### src/rtl/tcs_pkg.sv
package tcs_pkg;
  typedef enum logic {
    SRC_INT = 1'b0,
    SRC_EXT = 1'b1
  } src_e;
endpackage

### src/rtl/tcs_cfg_hold.sv
module tcs_cfg_hold
  import tcs_pkg::*;
#(
  parameter int SEL_W = 4
) (
  input  logic             clk_i,
  input  logic             rst_i,
  input  logic             run_i,
  input  logic             mode_i,
  input  logic [SEL_W-1:0] sel_i,
  output src_e             mode_o,
  output logic [SEL_W-1:0] sel_o
);
  src_e             mode_q;
  logic [SEL_W-1:0] sel_q;

  // Configuration only opens while counting is halted.
  always_ff @(posedge clk_i) begin
    if (rst_i) begin
      mode_q <= SRC_INT;
      sel_q  <= '0;
    end else if (!run_i) begin
      mode_q <= src_e'(mode_i);
      sel_q  <= sel_i;
    end
  end

  assign mode_o = mode_q;
  assign sel_o  = sel_q;

  assert_cfg_frozen_R7: assert property (@(posedge clk_i) disable iff (rst_i)
    ($past(run_i) && !$past(rst_i)) |-> ($stable(mode_q) && $stable(sel_q)));
endmodule

### src/rtl/tcs_prescaler.sv
module tcs_prescaler #(
  parameter int DIV_W = 14,
  parameter int SEL_W = 4
) (
  input  logic             clk_i,
  input  logic             rst_i,
  input  logic             active_i,
  input  logic [SEL_W-1:0] sel_i,
  output logic             tick_o,
  output logic [DIV_W-1:0] div_o
);
  localparam int NTAP = DIV_W + 1;
  localparam logic [SEL_W-1:0] SEL_RSV = {SEL_W{1'b1}};

  logic [DIV_W-1:0] div_q;
  logic [NTAP-1:0]  tap;
  logic             hit;

  // Chain is cleared whenever it is not in use, so each run starts a fresh period.
  always_ff @(posedge clk_i) begin
    if (rst_i || !active_i) div_q <= '0;
    else                    div_q <= div_q + DIV_W'(1);
  end

  assign tap[0] = 1'b1;
  for (genvar g = 1; g < NTAP; g++) begin : g_tap
    assign tap[g] = &div_q[g-1:0];
  end

  always_comb begin
    hit = 1'b0;
    for (int i = 0; i < NTAP; i++) begin
      if (sel_i == SEL_W'(i)) hit = tap[i];
    end
  end

  assign tick_o = active_i && hit;
  assign div_o  = div_q;

  assert_reserved_quiet_R3: assert property (@(posedge clk_i) disable iff (rst_i)
    (sel_i == SEL_RSV) |-> !tick_o);
  assert_tap_spacing_R2: assert property (@(posedge clk_i) disable iff (rst_i)
    (tick_o && sel_i != '0) |=> !tick_o);
endmodule

### src/rtl/tcs_edge_det.sv
module tcs_edge_det #(
  parameter int STAGES = 2
) (
  input  logic clk_i,
  input  logic rst_i,
  input  logic async_i,
  output logic rise_o
);
  logic [STAGES-1:0] sync_q;
  logic              prev_q;

  always_ff @(posedge clk_i) begin
    if (rst_i) begin
      sync_q <= '0;
      prev_q <= 1'b0;
    end else begin
      sync_q <= {sync_q[STAGES-2:0], async_i};
      prev_q <= sync_q[STAGES-1];
    end
  end

  assign rise_o = sync_q[STAGES-1] && !prev_q;

  assert_single_rise_R4: assert property (@(posedge clk_i) disable iff (rst_i)
    rise_o |=> !rise_o);
endmodule

### src/rtl/tcs_counter.sv
module tcs_counter #(
  parameter int CNT_W = 16
) (
  input  logic             clk_i,
  input  logic             rst_i,
  input  logic             inc_i,
  output logic [CNT_W-1:0] value_o
);
  logic [CNT_W-1:0] cnt_q;

  always_ff @(posedge clk_i) begin
    if (rst_i)      cnt_q <= '0;
    else if (inc_i) cnt_q <= cnt_q + CNT_W'(1);
  end

  assign value_o = cnt_q;

  assert_cnt_step_R9: assert property (@(posedge clk_i) disable iff (rst_i)
    inc_i |=> (value_o == $past(value_o) + CNT_W'(1)));
  assert_cnt_hold_R8: assert property (@(posedge clk_i) disable iff (rst_i)
    !inc_i |=> $stable(value_o));
endmodule

### src/rtl/tcs_count_src.sv
module tcs_count_src
  import tcs_pkg::*;
#(
  parameter int CNT_W       = 16,
  parameter int DIV_W       = 14,
  parameter int SEL_W       = 4,
  parameter int SYNC_STAGES = 2
) (
  input  logic             clk_i,
  input  logic             rst_i,
  input  logic             src_sel_i,
  input  logic [SEL_W-1:0] div_sel_i,
  input  logic             run_i,
  input  logic             evt_i,
  output logic             cnt_en_o,
  output logic [CNT_W-1:0] cnt_o
);
  src_e             mode_q;
  logic [SEL_W-1:0] sel_q;
  logic             pre_active;
  logic             pre_tick;
  logic [DIV_W-1:0] pre_cnt;
  logic             evt_rise;
  logic             cnt_en;

  tcs_cfg_hold #(.SEL_W(SEL_W)) cfg_i (
    .clk_i  (clk_i),
    .rst_i  (rst_i),
    .run_i  (run_i),
    .mode_i (src_sel_i),
    .sel_i  (div_sel_i),
    .mode_o (mode_q),
    .sel_o  (sel_q)
  );

  assign pre_active = run_i && (mode_q == SRC_INT);

  tcs_prescaler #(.DIV_W(DIV_W), .SEL_W(SEL_W)) pre_i (
    .clk_i    (clk_i),
    .rst_i    (rst_i),
    .active_i (pre_active),
    .sel_i    (sel_q),
    .tick_o   (pre_tick),
    .div_o    (pre_cnt)
  );

  tcs_edge_det #(.STAGES(SYNC_STAGES)) edge_i (
    .clk_i   (clk_i),
    .rst_i   (rst_i),
    .async_i (evt_i),
    .rise_o  (evt_rise)
  );

  assign cnt_en = run_i && ((mode_q == SRC_EXT) ? evt_rise : pre_tick);

  tcs_counter #(.CNT_W(CNT_W)) cnt_i (
    .clk_i   (clk_i),
    .rst_i   (rst_i),
    .inc_i   (cnt_en),
    .value_o (cnt_o)
  );

  assign cnt_en_o = cnt_en;

  assert_halt_quiet_R8: assert property (@(posedge clk_i) disable iff (rst_i)
    !run_i |-> !cnt_en_o);
  assert_pre_idle_R6: assert property (@(posedge clk_i) disable iff (rst_i)
    (mode_q == SRC_EXT) |=> (pre_cnt == '0));
endmodule

### config.mk
export PLATFORM = sky130hd
export DESIGN_NAME = tcs_count_src
export DESIGN_NICKNAME = d
export VERILOG_FILES = /design/src/rtl/tcs_pkg.sv /design/src/rtl/tcs_cfg_hold.sv /design/src/rtl/tcs_prescaler.sv /design/src/rtl/tcs_edge_det.sv /design/src/rtl/tcs_counter.sv /design/src/rtl/tcs_count_src.sv
export SDC_FILE = /design/constraint.sdc
export NUM_CORES = 1
export LEC_CHECK = 0
export CELL_PAD_IN_SITES_DETAIL_PLACEMENT = 0
export CELL_PAD_IN_SITES_GLOBAL_PLACEMENT = 1
export CORE_ASPECT_RATIO = 1.5
export CORE_MARGIN = 1
export CORE_UTILIZATION = 37
export DETAILED_ROUTE_END_ITERATION = 7
export DONT_BUFFER_PORTS = 1
export GPL_ROUTABILITY_DRIVEN = 0
export PLACE_DENSITY_LB_ADDON = 0.1
export SYNTH_ARGS = -nofsm -noshare
export SYNTH_HDL_FRONTEND = slang
export SYNTH_HIERARCHICAL = 1
export SYNTH_SLANG_ARGS = --single-unit
### constraint.sdc
create_clock -name clk_i -period 4.7 [get_ports clk_i]
set_input_delay 0.705 -clock clk_i [delete_from_list [all_inputs] [get_ports clk_i]]
set_output_delay 0.705 -clock clk_i [all_outputs]
set_load 0.01 [all_outputs]
Word level (Yosys, flattened, before mapping)
Cells that the tools add are included.
{ "totals": {"register_bits": 38, "latch_bits": 0, "mem_bits_rw": 0, "romBits": 0, "input_bits": 9, "output_inout_bits": 17, "mem_count": 0} }
{ "classes": {"add_sub_neg": 2, "n_mul": 0, "n_div": 0, "order_cmp": 0, "eq_ne": 14, "n_shift": 0, "n_mux": 16, "n_bitwise": 1, "reduce_logical": 21} }
{ "op_table": {"columns": ["operator", "n"], "rows": [
  ["$eq 4x4->1 const B", 7],
  ["$add 16x1->16 const B", 1],
  ["$eq 4x3->1 const B", 4],
  ["$mux 1", 16],
  ["$add 14x1->14 const B", 1],
  ["$reduce_and 14->1", 1],
  ["$reduce_and 13->1", 1],
  ["$reduce_and 12->1", 1],
  ["$reduce_and 11->1", 1],
  ["$reduce_and 10->1", 1],
  ["$reduce_and 9->1", 1],
  ["$eq 4x2->1 const B", 2],
  ["$reduce_and 8->1", 1],
  ["$reduce_and 7->1", 1],
  ["$reduce_and 6->1", 1],
  ["$reduce_and 5->1", 1],
  ["$eq 4x1->1 const B", 1],
  ["$logic_and 1x1->1", 4],
  ["$logic_not 4->1", 1],
  ["$reduce_and 4->1", 1],
  ["$reduce_and 3->1", 1],
  ["$logic_not 1->1", 2],
  ["$reduce_and 2->1", 1],
  ["$logic_or 1x1->1", 1],
  ["$not 1->1", 1]
]} }

Logic depth before layout (Yosys ltp)
Gate-level depths: netlist of run 1.
{ "logic_depth": {"word_depth": 19, "depth_mapped": 16} }

Cells and area by module
Netlist of run 1, hierarchy kept.
{ "modules_own_cells": {"columns": ["mod", "instances", "cells_per_inst", "area_per_inst_um2", "seq_area_each_um2"], "rows": [
  ["tcs_prescaler", 1, 96, 823.3, 280.3],
  ["tcs_counter", 1, 83, 757.0, 320.3],
  ["tcs_cfg_hold", 1, 16, 180.2, 100.1],
  ["tcs_edge_det", 1, 7, 87.6, 60.1],
  ["tcs_count_src", 1, 3, 25.0, 0.0]
]} }

Worst setup path after synthesis of run 1
Ideal clock, no wire load.
{ "synth_timing": {"path_type": "flip-flop to flip-flop", "startpoint": "register pre_i.div_q[0] (netlist: pre_i/div_o[0])", "endpoint": "register cnt_i.cnt_q[13] (netlist: cnt_i/value_o[13])", "setup_time_ps": 70, "t_arrival_ps": 3543, "required_ps": 4630, "slack_ps": 1086, "stages_incl_launch_ff": 17, "path_buffers": 0, "cell_sequence": "dfxtp_1 > ha_1 > nand3_2 > nor2_1 > and2_1 > ha_1 > nand2b_1 > a21oi_1 > a21oi_1 > a211o_1 > a221oi_2 > mux2i_1 > nor2b_1 > nand4_4 > nor4_4 > or3b_1 > a21oi_1"} }
{ "synth_between": {"elab_chain_cells": 17} }
{ "synth_lines": {"columns": ["element", "line", "source"], "rows": [
  ["start, declared", "tcs_prescaler.sv:15", "logic [DIV_W-1:0] div_q;"],
  ["start signal, assigned", "tcs_prescaler.sv:22", "else div_q <= div_q + DIV_W'(1);"],
  ["$mux 1 or $reduce_and 2->1 (tied branches)", "tcs_prescaler.sv:33, tcs_prescaler.sv:27", null],
  ["$mux 1 (12 in series)", "tcs_prescaler.sv:33", "if (sel_i == SEL_W'(i)) hit = tap[i];"],
  ["$mux 1 *", "tcs_prescaler.sv:33", null],
  ["$logic_and 1x1->1 *", "tcs_prescaler.sv:37", "assign tick_o = active_i && hit;"],
  ["net pre_tick", "tcs_count_src.sv:21", "logic pre_tick;"],
  ["$mux 1 *", "tcs_count_src.sv:54", "assign cnt_en = run_i && ((mode_q == SRC_EXT) ? evt_rise : pre_tick);"],
  ["$logic_and 1x1->1 *", "tcs_count_src.sv:54", null],
  ["net cnt_en_o", "tcs_count_src.sv:15", "output logic cnt_en_o,"],
  ["end signal, assigned", "tcs_counter.sv:13", "else if (inc_i) cnt_q <= cnt_q + CNT_W'(1);"],
  ["end, declared", "tcs_counter.sv:9", "logic [CNT_W-1:0] cnt_q;"]
]} }
Mark *: on every way through the listed nets, which the timed path passes. The rest lies on a longest branch.
A chain may end at the register's enable or synchronous reset.

Worst setup path in the final report of run 1
{ "layout_timing": {"startpoint": "register pre_i.div_q[0] (netlist: pre_i/div_o[0])", "endpoint": "register cnt_i.cnt_q[13] (netlist: cnt_i/value_o[13])"} }
{ "layout_between": {"elab_chain_cells": 17} }
{ "layout_lines": {"columns": ["element", "line"], "rows": [
  ["$mux 1 or $reduce_and 2->1 (tied branches)", "tcs_prescaler.sv:33, tcs_prescaler.sv:27"],
  ["$mux 1 (12 in series)", "tcs_prescaler.sv:33"],
  ["$mux 1 *", "tcs_prescaler.sv:33"],
  ["$logic_and 1x1->1 *", "tcs_prescaler.sv:37"],
  ["net pre_tick", "tcs_count_src.sv:21"],
  ["$mux 1 *", "tcs_count_src.sv:54"],
  ["$logic_and 1x1->1 *", "tcs_count_src.sv:54"]
]} }
Marked as above.

==> flow_summary.ini, run 1 <==
[clock_tree]
clockBufferDepth = 2
cts_max_level = 2
cts.repair.resized = 0
post-cts-setup-buffers = 0
clock_sinks = 38
hold_buffers = 0
clkLatencyLatePin_ns = 0.29
cts_tree = built
cts_buffers = 5
cts_root_buffer = clkbuf_8
clk_pin_slew_worst_paths_ns = 0.07

[finish]
register_area_um2 = 761
nNetsFinal = 219
diodes = 0
fillers = 509
drive_gt1_frac = 0.112
final_util = 0.414
multiInputGateArea_um2 = 1040
synthToLayoutAreaGrowth_pct = 7.15

[sta]
timing.fmax_ghz = 0.278
layout_min_cycle_time_ns = 3.60
worstMarginPinSlew_ns = 0.506
drv_slew = 0
setup_viol = 0
tns_ns = 0
hold_viol = 0
fin_skew_ns = 0.00440
max_slew_margin = 0.658
period_share = 0.766
rsz0062_at_grt = false

[synth]
yosysMostFrequentCell = dfxtp_1
yosys-top-cells-count = 38 x dfxtp_1, 34 x nor2_1, 13 x nand2_1
netlist.area_leader.share = 0.406
postSynthAreaPerCell_um2 = 9.14
async_reset_ff_frac = 0
synth_cell_types = 47
synth_seq_cells = 38
synthTopCellsByArea = dfxtp_1 41%, nor2_1 6.8%, xnor2_1 4.7%
synth_ff_type = dfxtp_1
postSynthCellCount = 205
synth-edff-count = 0
ys_seq_area_frac = 0.406
synth_top_area_cell = dfxtp_1
yosysWarnings = 6
synthesis.nets = 219
netlist_area_um2 = 1870

[grt]
grt_first_pass_wirelength_mm = 6.33
grt_pass1_vias = 1345
grt_overflow = 0
antenna_found_initial = 0
grt_max_degree = 30
grt_use_total = 0.160

[die]
die_h_um = 89.1
fp.coreArea_um2 = 4850
die_w_um = 60.1
row_count = 31
start_util = 0.386
num_io_pins = 26
fp.dieArea_um2 = 5360

[pwr]
leakage_nw = 0.748
ir_drop_v = 0.000161
seqPwrFrac = 0.569
combPwrFrac = 0.046
switching_power_w = 0.000132
p_per_area_nw_per_um2 = 295
clockPowerShare = 0.385
p_int_w = 0.000460
swShare = 0.223

[worst_setup_path]
arrival_ns = 3.82
worstPathRequired_ns = 4.92
crit_type = reg2reg
startpoint_type = flip-flop
cp_max_fo = 8
endpoint_kind = flip-flop

[routing]
vias = 1396
drt_first_pass_iters = 4
wl_per_cell_um = 13.8
ant_nets = 0
drc_errors = 0
viasPerCell = 5.13
totalWireLength_mm = 3.75
drt_iter0_markers = 46

[run_status]
status = finished, final reports clean

[worst_hold_path]
hold_class = reg2reg

[place]
io_buffers = 0
dp_hpwl_mm = 2.81

[flow_run]
cap_violations = 0
-- registers in the layout, indices dropped and copies added, names as in the netlist --
| register | flops |
|---|---|
| cfg_i/mode_o | 1 |
| cfg_i/sel_o | 4 |
| cnt_i/value_o | 16 |
| edge_i/prev_q | 1 |
| edge_i/sync_q | 2 |
| pre_i/div_o | 14 |
-- cells in the final DEF (no fill, tap or decap), drive strengths merged, types with 6 or more instances in the layout --
| master | count |
|---|---|
| inv | 7 |
| a21oi | 6 |
| dfxtp | 38 |
| xor2 | 10 |
| xnor2 | 10 |
| nor2 | 34 |
| clkbuf | 7 |
| nor2b | 6 |
| nand2 | 13 |
| mux2i | 8 |
| nand3 | 9 |
-- layout make-up --
cell class / instances / share of cell area
repair buffers: 1 / 0.00374
flip-flops and latches: 38 / 0.379
multi-input cells: 152 / 0.517
well taps: 66 / 0.0411
inverters: 7 / 0.0131
clock inverters: 1 / 0.00249
clock buffers: 7 / 0.0430
-- layer usage --
layer  part of all wire  track usage  vias to the layer above
met2               0.56        0.298                       20
li1                   -            -                      706
met3              0.036       0.0420                        6
met1               0.38        0.159                      664
met4              0.021       0.0825                        0
met5                  0            0                        -
-- worst paths after layout --
| kind | from | to | slack, ns | depth (start not counted) |
|---|---|---|---|---|
| worst min-delay path | edge_i/sync_q[0] | edge_i/sync_q[1] | 0.45 | 1 |
| worst min register to register | edge_i/sync_q[0] | edge_i/sync_q[1] | 0.45 | 1 |
| worst max-delay path | pre_i/div_o[0] | cnt_i/value_o[13] | 1.10 | 17 |
| worst max register to register | pre_i/div_o[0] | cnt_i/value_o[13] | 1.10 | 17 |
-- power by group through the flow --
stage | logic, W | registers (W) | clock network [W]
6_report | 0.0000272 | 0.000337 | 0.000228
5_1_grt | 0.0000312 | 0.000338 | 0.000251
4_1_cts | 0.0000279 | 0.000337 | 0.000238
3_5_place_dp | 0.0000278 | 0.000344 | 0
3_3_place_gp | 0.0000271 | 0.000344 | 0
2_1_floorplan | 0.0000307 | 0.000339 | 0
-- worst max-delay path, stage by stage (launching register included) --
cell      delay (ns)
dfxtp_1         0.39
ha_1            0.24
nand3_2         0.16
nor2_1          0.21
and2_1          0.15
ha_1            0.16
nand2b_1        0.06
a21oi_1         0.14
a21oi_1         0.05
a211o_1         0.30
a221oi_2        0.23
mux2i_1         0.10
nor2b_1         0.11
buf_4           0.19
nand4_4         0.18
nor4_4          0.34
or3b_1          0.37
a21oi_1         0.14
-- through the flow --
stage	total power [W]	instances	hold WS, ns	instance area, um2	worst slack (ns)
CTS	0.000603	272	0.456	2010	1.07
floorplan	0.000370	205	0.414	1870	1.09
global route	0.000620	272	0.462	2010	0.760
detailed placement	0.000372	264	0.446	1920	1.09
global placement	0.000371	264	0.431	1920	1.17
finish	0.000592	272	0.449	2010	1.10
-- cells by family after synthesis --
family                   share of synthesized area
multiplexers                                0.0548
flip-flops                                   0.406
adder cells (fa/ha/maj)                     0.0334
XOR/XNOR                                    0.0935
AND/OR/NAND/NOR                              0.287
buffers and inverters                       0.0394
AO/OA/AOI/OAI                               0.0862
Power figures use the tool's default switching activity.
==> run 2, diff against run 1 <==
clock period = 2.97 ns   (was 4.7 ns; I/O delays follow)
==> run 2 against run 1 <==
Against the previous run:
- the flow now finishes with violations (setup timing)
- via count grew 9.7%
- design area rose by 19%
- clock skew fell by 0.0013 ns
- setup slack worse by 1.2 ns
- core utilization increased by 7.8 points
==> flow_summary.ini, run 2 (same netlist as run 1, synthesis figures left out) <==
[sta]
layout_min_cycle_time_ns = 3.10
hold_viol = 0
drv_slew = 0
tns_ns = -0.490
max_slew_margin = 0.620
period_share = 1.04
setup_ws_ns = -0.132
fin_skew_ns = 0.00310
setup_viol = 6
worstMarginPinSlew_ns = 0.563
timing.fmax_ghz = 0.322
rsz0062_at_grt = true

[pwr]
leakage_nw = 0.967
ir_drop_v = 0.000310
p_per_area_nw_per_um2 = 430

[clock_tree]
cts_max_level = 2
clk_pin_slew_worst_paths_ns = 0.08
cts_buffers = 5
clkLatencyLatePin_ns = 0.29
cts_tree = built
clockBufferDepth = 2
hold_buffers = 0
cts_root_buffer = clkbuf_8
clock_sinks = 38

[worst_setup_path]
cp_slowest_cell = dfxtp_2
crit_chain = ha_4, nand3_4, nor2_4, and2_4, ha_4, nand2b_1, a21oi_1, a21oi_1, a211o_1, a221oi_2, mux2i_1, nor2b_4, buf_4, buf_6
crit_family = compound AO/OA/AOI/OAI gates
startpoint_type = flip-flop
cp-startpoint = pre_i/div_o[1]
crit_type = reg2out
worstReg2RegStart = pre_i/div_o[1]
endpoint_kind = output pin
arrival_ns = 2.66
worstPathRequired_ns = 2.52
r2r_cells = 16
cp_max_fo = 4
cp.buffers_inverters = 2
r2r_slack_ns = -0.12
setup.worst_path.end = cnt_en_o
crit_cells = 14
r2r_end = cnt_i/value_o[13]
critPathMaxStageDelay_ns = 0.36

[grt]
antenna_found_initial = 0
grt_first_pass_wirelength_mm = 7.01
grt_overflow = 0
grt_use_total = 0.179
grt_max_degree = 30
grt_pass1_vias = 1488

[die]
die_h_um = 89.1
row_count = 31
start_util = 0.386
fp.dieArea_um2 = 5360
fp.coreArea_um2 = 4850
die_w_um = 60.1
num_io_pins = 26

[place]
dp_hpwl_mm = 3.12
place_ws_ns = -0.155
io_buffers = 0

[finish]
multiInputGateArea_um2 = 1170
register_area_um2 = 763
final_common_cell = dfxtp_1
drive_gt1_frac = 0.297
nNetsFinal = 249
fillers = 478
synthToLayoutAreaGrowth_pct = 27.5
largest_reg_flops = 16
layout_common_cells = 36 x dfxtp_1, 33 x nor2_1, 30 x buf_4, 13 x nand2_1, 10 x xor2_1
diodes = 0

[routing]
drt_iter0_markers = 55
vias = 1532
totalWireLength_mm = 4.20
ant_nets = 0
drt_first_pass_iters = 4
viasPerCell = 5.07
wl_per_cell_um = 13.9
drc_errors = 0

[run_status]
violations = setup timing
status = finished, violations left

[worst_hold_path]
hold_class = in2reg
holdPathStages = 1

[flow_run]
cap_violations = 0
[run 2: cell types whose count changed in the layout (fill, tap and decap cells not counted), moves of 2 or more]
cell | before | now
dfxtp_1 | 38 | 36
nor4_4 | 1 | 3
ha_4 | 0 | 2
buf_4 | 1 | 30
dfxtp_2 | 0 | 2
nand3_4 | 0 | 2
nor4_1 | 3 | 1
ha_1 | 5 | 3
[run 2: how the worst min path moves through the flow]
stage	startpoint	to	slack, ns
6_report	rst_i	cnt_i/value_o[11]	0.22
4_1_cts	rst_i	cnt_i/value_o[11]	0.21
3_5_place_dp	edge_i/sync_q[0]	edge_i/sync_q[1]	0.43
3_3_place_gp	edge_i/sync_q[0]	edge_i/sync_q[1]	0.43
5_1_grt	rst_i	cnt_i/value_o[11]	0.20
2_1_floorplan	edge_i/sync_q[0]	edge_i/sync_q[1]	0.41
[run 2: cell type report]
type / instances / share of cell area
Multi-Input combinational cell: 152 / 0.490
Clock inverter: 3 / 0.0168
Sequential cell: 38 / 0.320
Tap cell: 66 / 0.0346
Timing Repair Buffer: 31 / 0.0991
Clock buffer: 5 / 0.0288
Inverter: 7 / 0.0110
[run 2: routing by layer]
| metal | global-route usage | up-vias | routed length (um) |
|---|---|---|---|
| met3 | 0.0434 | 9 | 173 |
| met1 | 0.176 | 732 | 1530 |
| met5 | 0 | - | 0 |
| met4 | 0.0698 | 0 | 70 |
| li1 | - | 759 | - |
| met2 | 0.347 | 32 | 2430 |
[run 2: timing repair]
| item | in CTS | in global routing |
|---|---|---|
| gates resized for setup | 9 | 6 |
| buffers inserted | 5 | 4 |
| pin swaps | 2 | 9 |
| setup endpoints to repair | 9 | 13 |
[run 2: report_power, final]
group / internal (W) / switching, W / leakage (nW) / total [W]
Sequential: 0.000518 / 0.0000129 / 0.309 / 0.000531
Clock: 0.000247 / 0.000184 / 0.0579 / 0.000431
Combinational: 0.0000364 / 0.0000283 / 0.600 / 0.0000646
Total: 0.000801 / 0.000225 / 0.967 / 0.00103
[run 2: worst register-to-register path: cells and delay by family, from the launching register on]
family,cells,cell delay (ns)
AND/OR/NAND/NOR,8,1.40
AO/OA/AOI/OAI,5,0.85
flip-flops,1,0.36
adder cells (fa/ha/maj),2,0.28
multiplexers,1,0.14
[run 2: metrics by stage]
step	utilization	hold slack, ns	total power [W]	instance area (um2)	std cells
6_report	0.492	0.216	0.00103	2390	302
5_1_grt	0.492	0.200	0.00107	2390	302
4_1_cts	0.481	0.209	0.00104	2330	299
3_5_place_dp	0.440	0.431	0.000600	2130	286
3_3_place_gp	0.440	0.427	0.000598	2130	286
2_1_floorplan	-	0.414	0.000588	1920	205
==> run 3, diff against run 2 <==
ABC_AREA = 0   (was default)
SKIP_CTS_REPAIR_TIMING = 1   (was default)
==> run 3 against run 2 <==
Against the previous run:
- the run still ends with setup timing left
- final cell count decreased by 0.66%
- setup slack got worse by 0.047 ns
- total power decreased by 0.47%
- critical path depth unchanged
- wire length increased by 0.33%
- clock power about the same
- core utilization decreased by 0.52 points
- clock skew about the same
- sequential cell count unchanged
- fmax decreased by 1.5%
- global-route usage decreased by 0.77 points
- design area decreased by 1.0%
- critical endpoint unchanged
- largest power group unchanged
==> flow_summary.ini, run 3 (same netlist as run 1, synthesis figures left out) <==
[worst_setup_path]
endpoint_kind = output pin
r2r_cells = 16
r2r_end = cnt_i/value_o[13]
cp_max_fo = 5
worstReg2RegStart = pre_i/div_o[1]
startpoint_type = flip-flop
worstPathRequired_ns = 2.52
arrival_ns = 2.70
crit_type = reg2out
r2r_slack_ns = -0.14

[place]
io_buffers = 0
dp.cells = 286
dp_hpwl_mm = 3.12

[grt]
grt_max_degree = 30
grt_overflow = 0
use_met1 = 0.170
grt_pass1_vias = 1433
antenna_found_initial = 0
use_met2 = 0.328
grt_first_pass_wirelength_mm = 6.71
grt_use_total = 0.171
grtUsageMet3 = 0.0434
top_usage_layer = met2

[finish]
final_common_cell = dfxtp_1
stdcell_count = 300
diodes = 0
synthToLayoutAreaGrowth_pct = 26.1
fillers = 485
layout_common_cells = 36 x dfxtp_1, 33 x nor2_1, 28 x buf_4, 13 x nand2_1, 10 x xor2_1
largest_reg_flops = 16
drive_gt1_frac = 0.291
nNetsFinal = 247

[clock_tree]
clk_pin_slew_worst_paths_ns = 0.08
clkLatencyLatePin_ns = 0.29
cts_buffers = 5
cts_root_buffer = clkbuf_8
clockBufferDepth = 2
cts_max_level = 2
clock_sinks = 38
cts_tree = built

[routing]
totalWireLength_mm = 4.22
vias = 1540
drt_iter0_markers = 47
ant_nets = 0
viasPerCell = 5.13
drt_first_pass_iters = 4
wl_per_cell_um = 14.1
drc_errors = 0

[run_status]
violations = setup timing
status = finished, violations left

[die]
die_h_um = 89.1
start_util = 0.386
die_w_um = 60.1
num_io_pins = 26
fp.coreArea_um2 = 4850
fp.dieArea_um2 = 5360
row_count = 31

[sta]
tns_ns = -0.501
setup_ws_ns = -0.179
setup_viol = 8
hold_viol = 0
drv_slew = 0
max_slew_margin = 0.617
worstMarginPinSlew_ns = 0.567
period_share = 1.06
timing.fmax_ghz = 0.318
rsz0062_at_grt = true
fin_skew_ns = 0.00312
layout_min_cycle_time_ns = 3.15

[worst_hold_path]
holdPathStages = 1
hold_path.startpoint = rst_i
whs_endpoint = cnt_i/value_o[11]
hold_class = in2reg

[pwr]
power_w = 0.00102
ir_drop_v = 0.000308
p_per_area_nw_per_um2 = 432
leakage_nw = 0.919

[flow_run]
cap_violations = 0
-- run 3: power breakdown --
group          total (W)  internal (W)  switching [W]
clock           0.000429      0.000247       0.000182
sequential      0.000531      0.000518      0.0000131
combinational  0.0000609     0.0000334      0.0000274
-- run 3: how the worst max path moves through the flow --
stage                               from                end  depth (start not counted)
after global routing      pre_i/div_o[1]  cnt_i/value_o[13]                         16
after floorplan           pre_i/div_o[0]  cnt_i/value_o[13]                         16
after CTS                 pre_i/div_o[1]  cnt_i/value_o[14]                         15
after detailed placement  pre_i/div_o[1]  cnt_i/value_o[14]                         15
final                     pre_i/div_o[1]           cnt_en_o                         14
after global placement    pre_i/div_o[1]  cnt_i/value_o[14]                         14
-- run 3: metal layers --
layer	vias up	part of all wire
met2	34	0.59
met5	-	0
met4	0	0.018
met3	9	0.041
met1	742	0.35
li1	755	-
-- run 3: worst max-delay path: stages (launching register included) --
cell and delay [ns]:
dfxtp_2 0.36, ha_4 0.15, nand3_4 0.10, nor2_4 0.11
and2_4 0.16, ha_4 0.12, nand2b_1 0.05, a21oi_1 0.15
a21oi_1 0.06, a211o_1 0.30, a221oi_2 0.22, mux2i_1 0.14
nor2b_4 0.23, buf_4 0.16, buf_4 0.12
-- run 3: area by class of cell --
class	instances	area [um2]	share of cell area
multi-input cells	152	1160	0.491
clock inverters	3	40.0	0.0169
inverters	7	26.3	0.0111
well taps	66	82.6	0.0350
flip-flops and latches	38	763	0.323
repair buffers	29	221	0.0937
clock buffers	5	68.8	0.0291
-- run 3: metrics by stage --
stage,instance area [um2],setup slack (ns),utilization,hold WS (ns)
after detailed placement,2130,-0.155,0.440,0.431
after global placement,2130,-0.0662,0.440,0.427
after floorplan,1920,0.00562,-,0.414
after global routing,2360,-0.296,0.487,0.199
after CTS,2240,-0.182,0.462,0.209
final,2360,-0.179,0.487,0.217
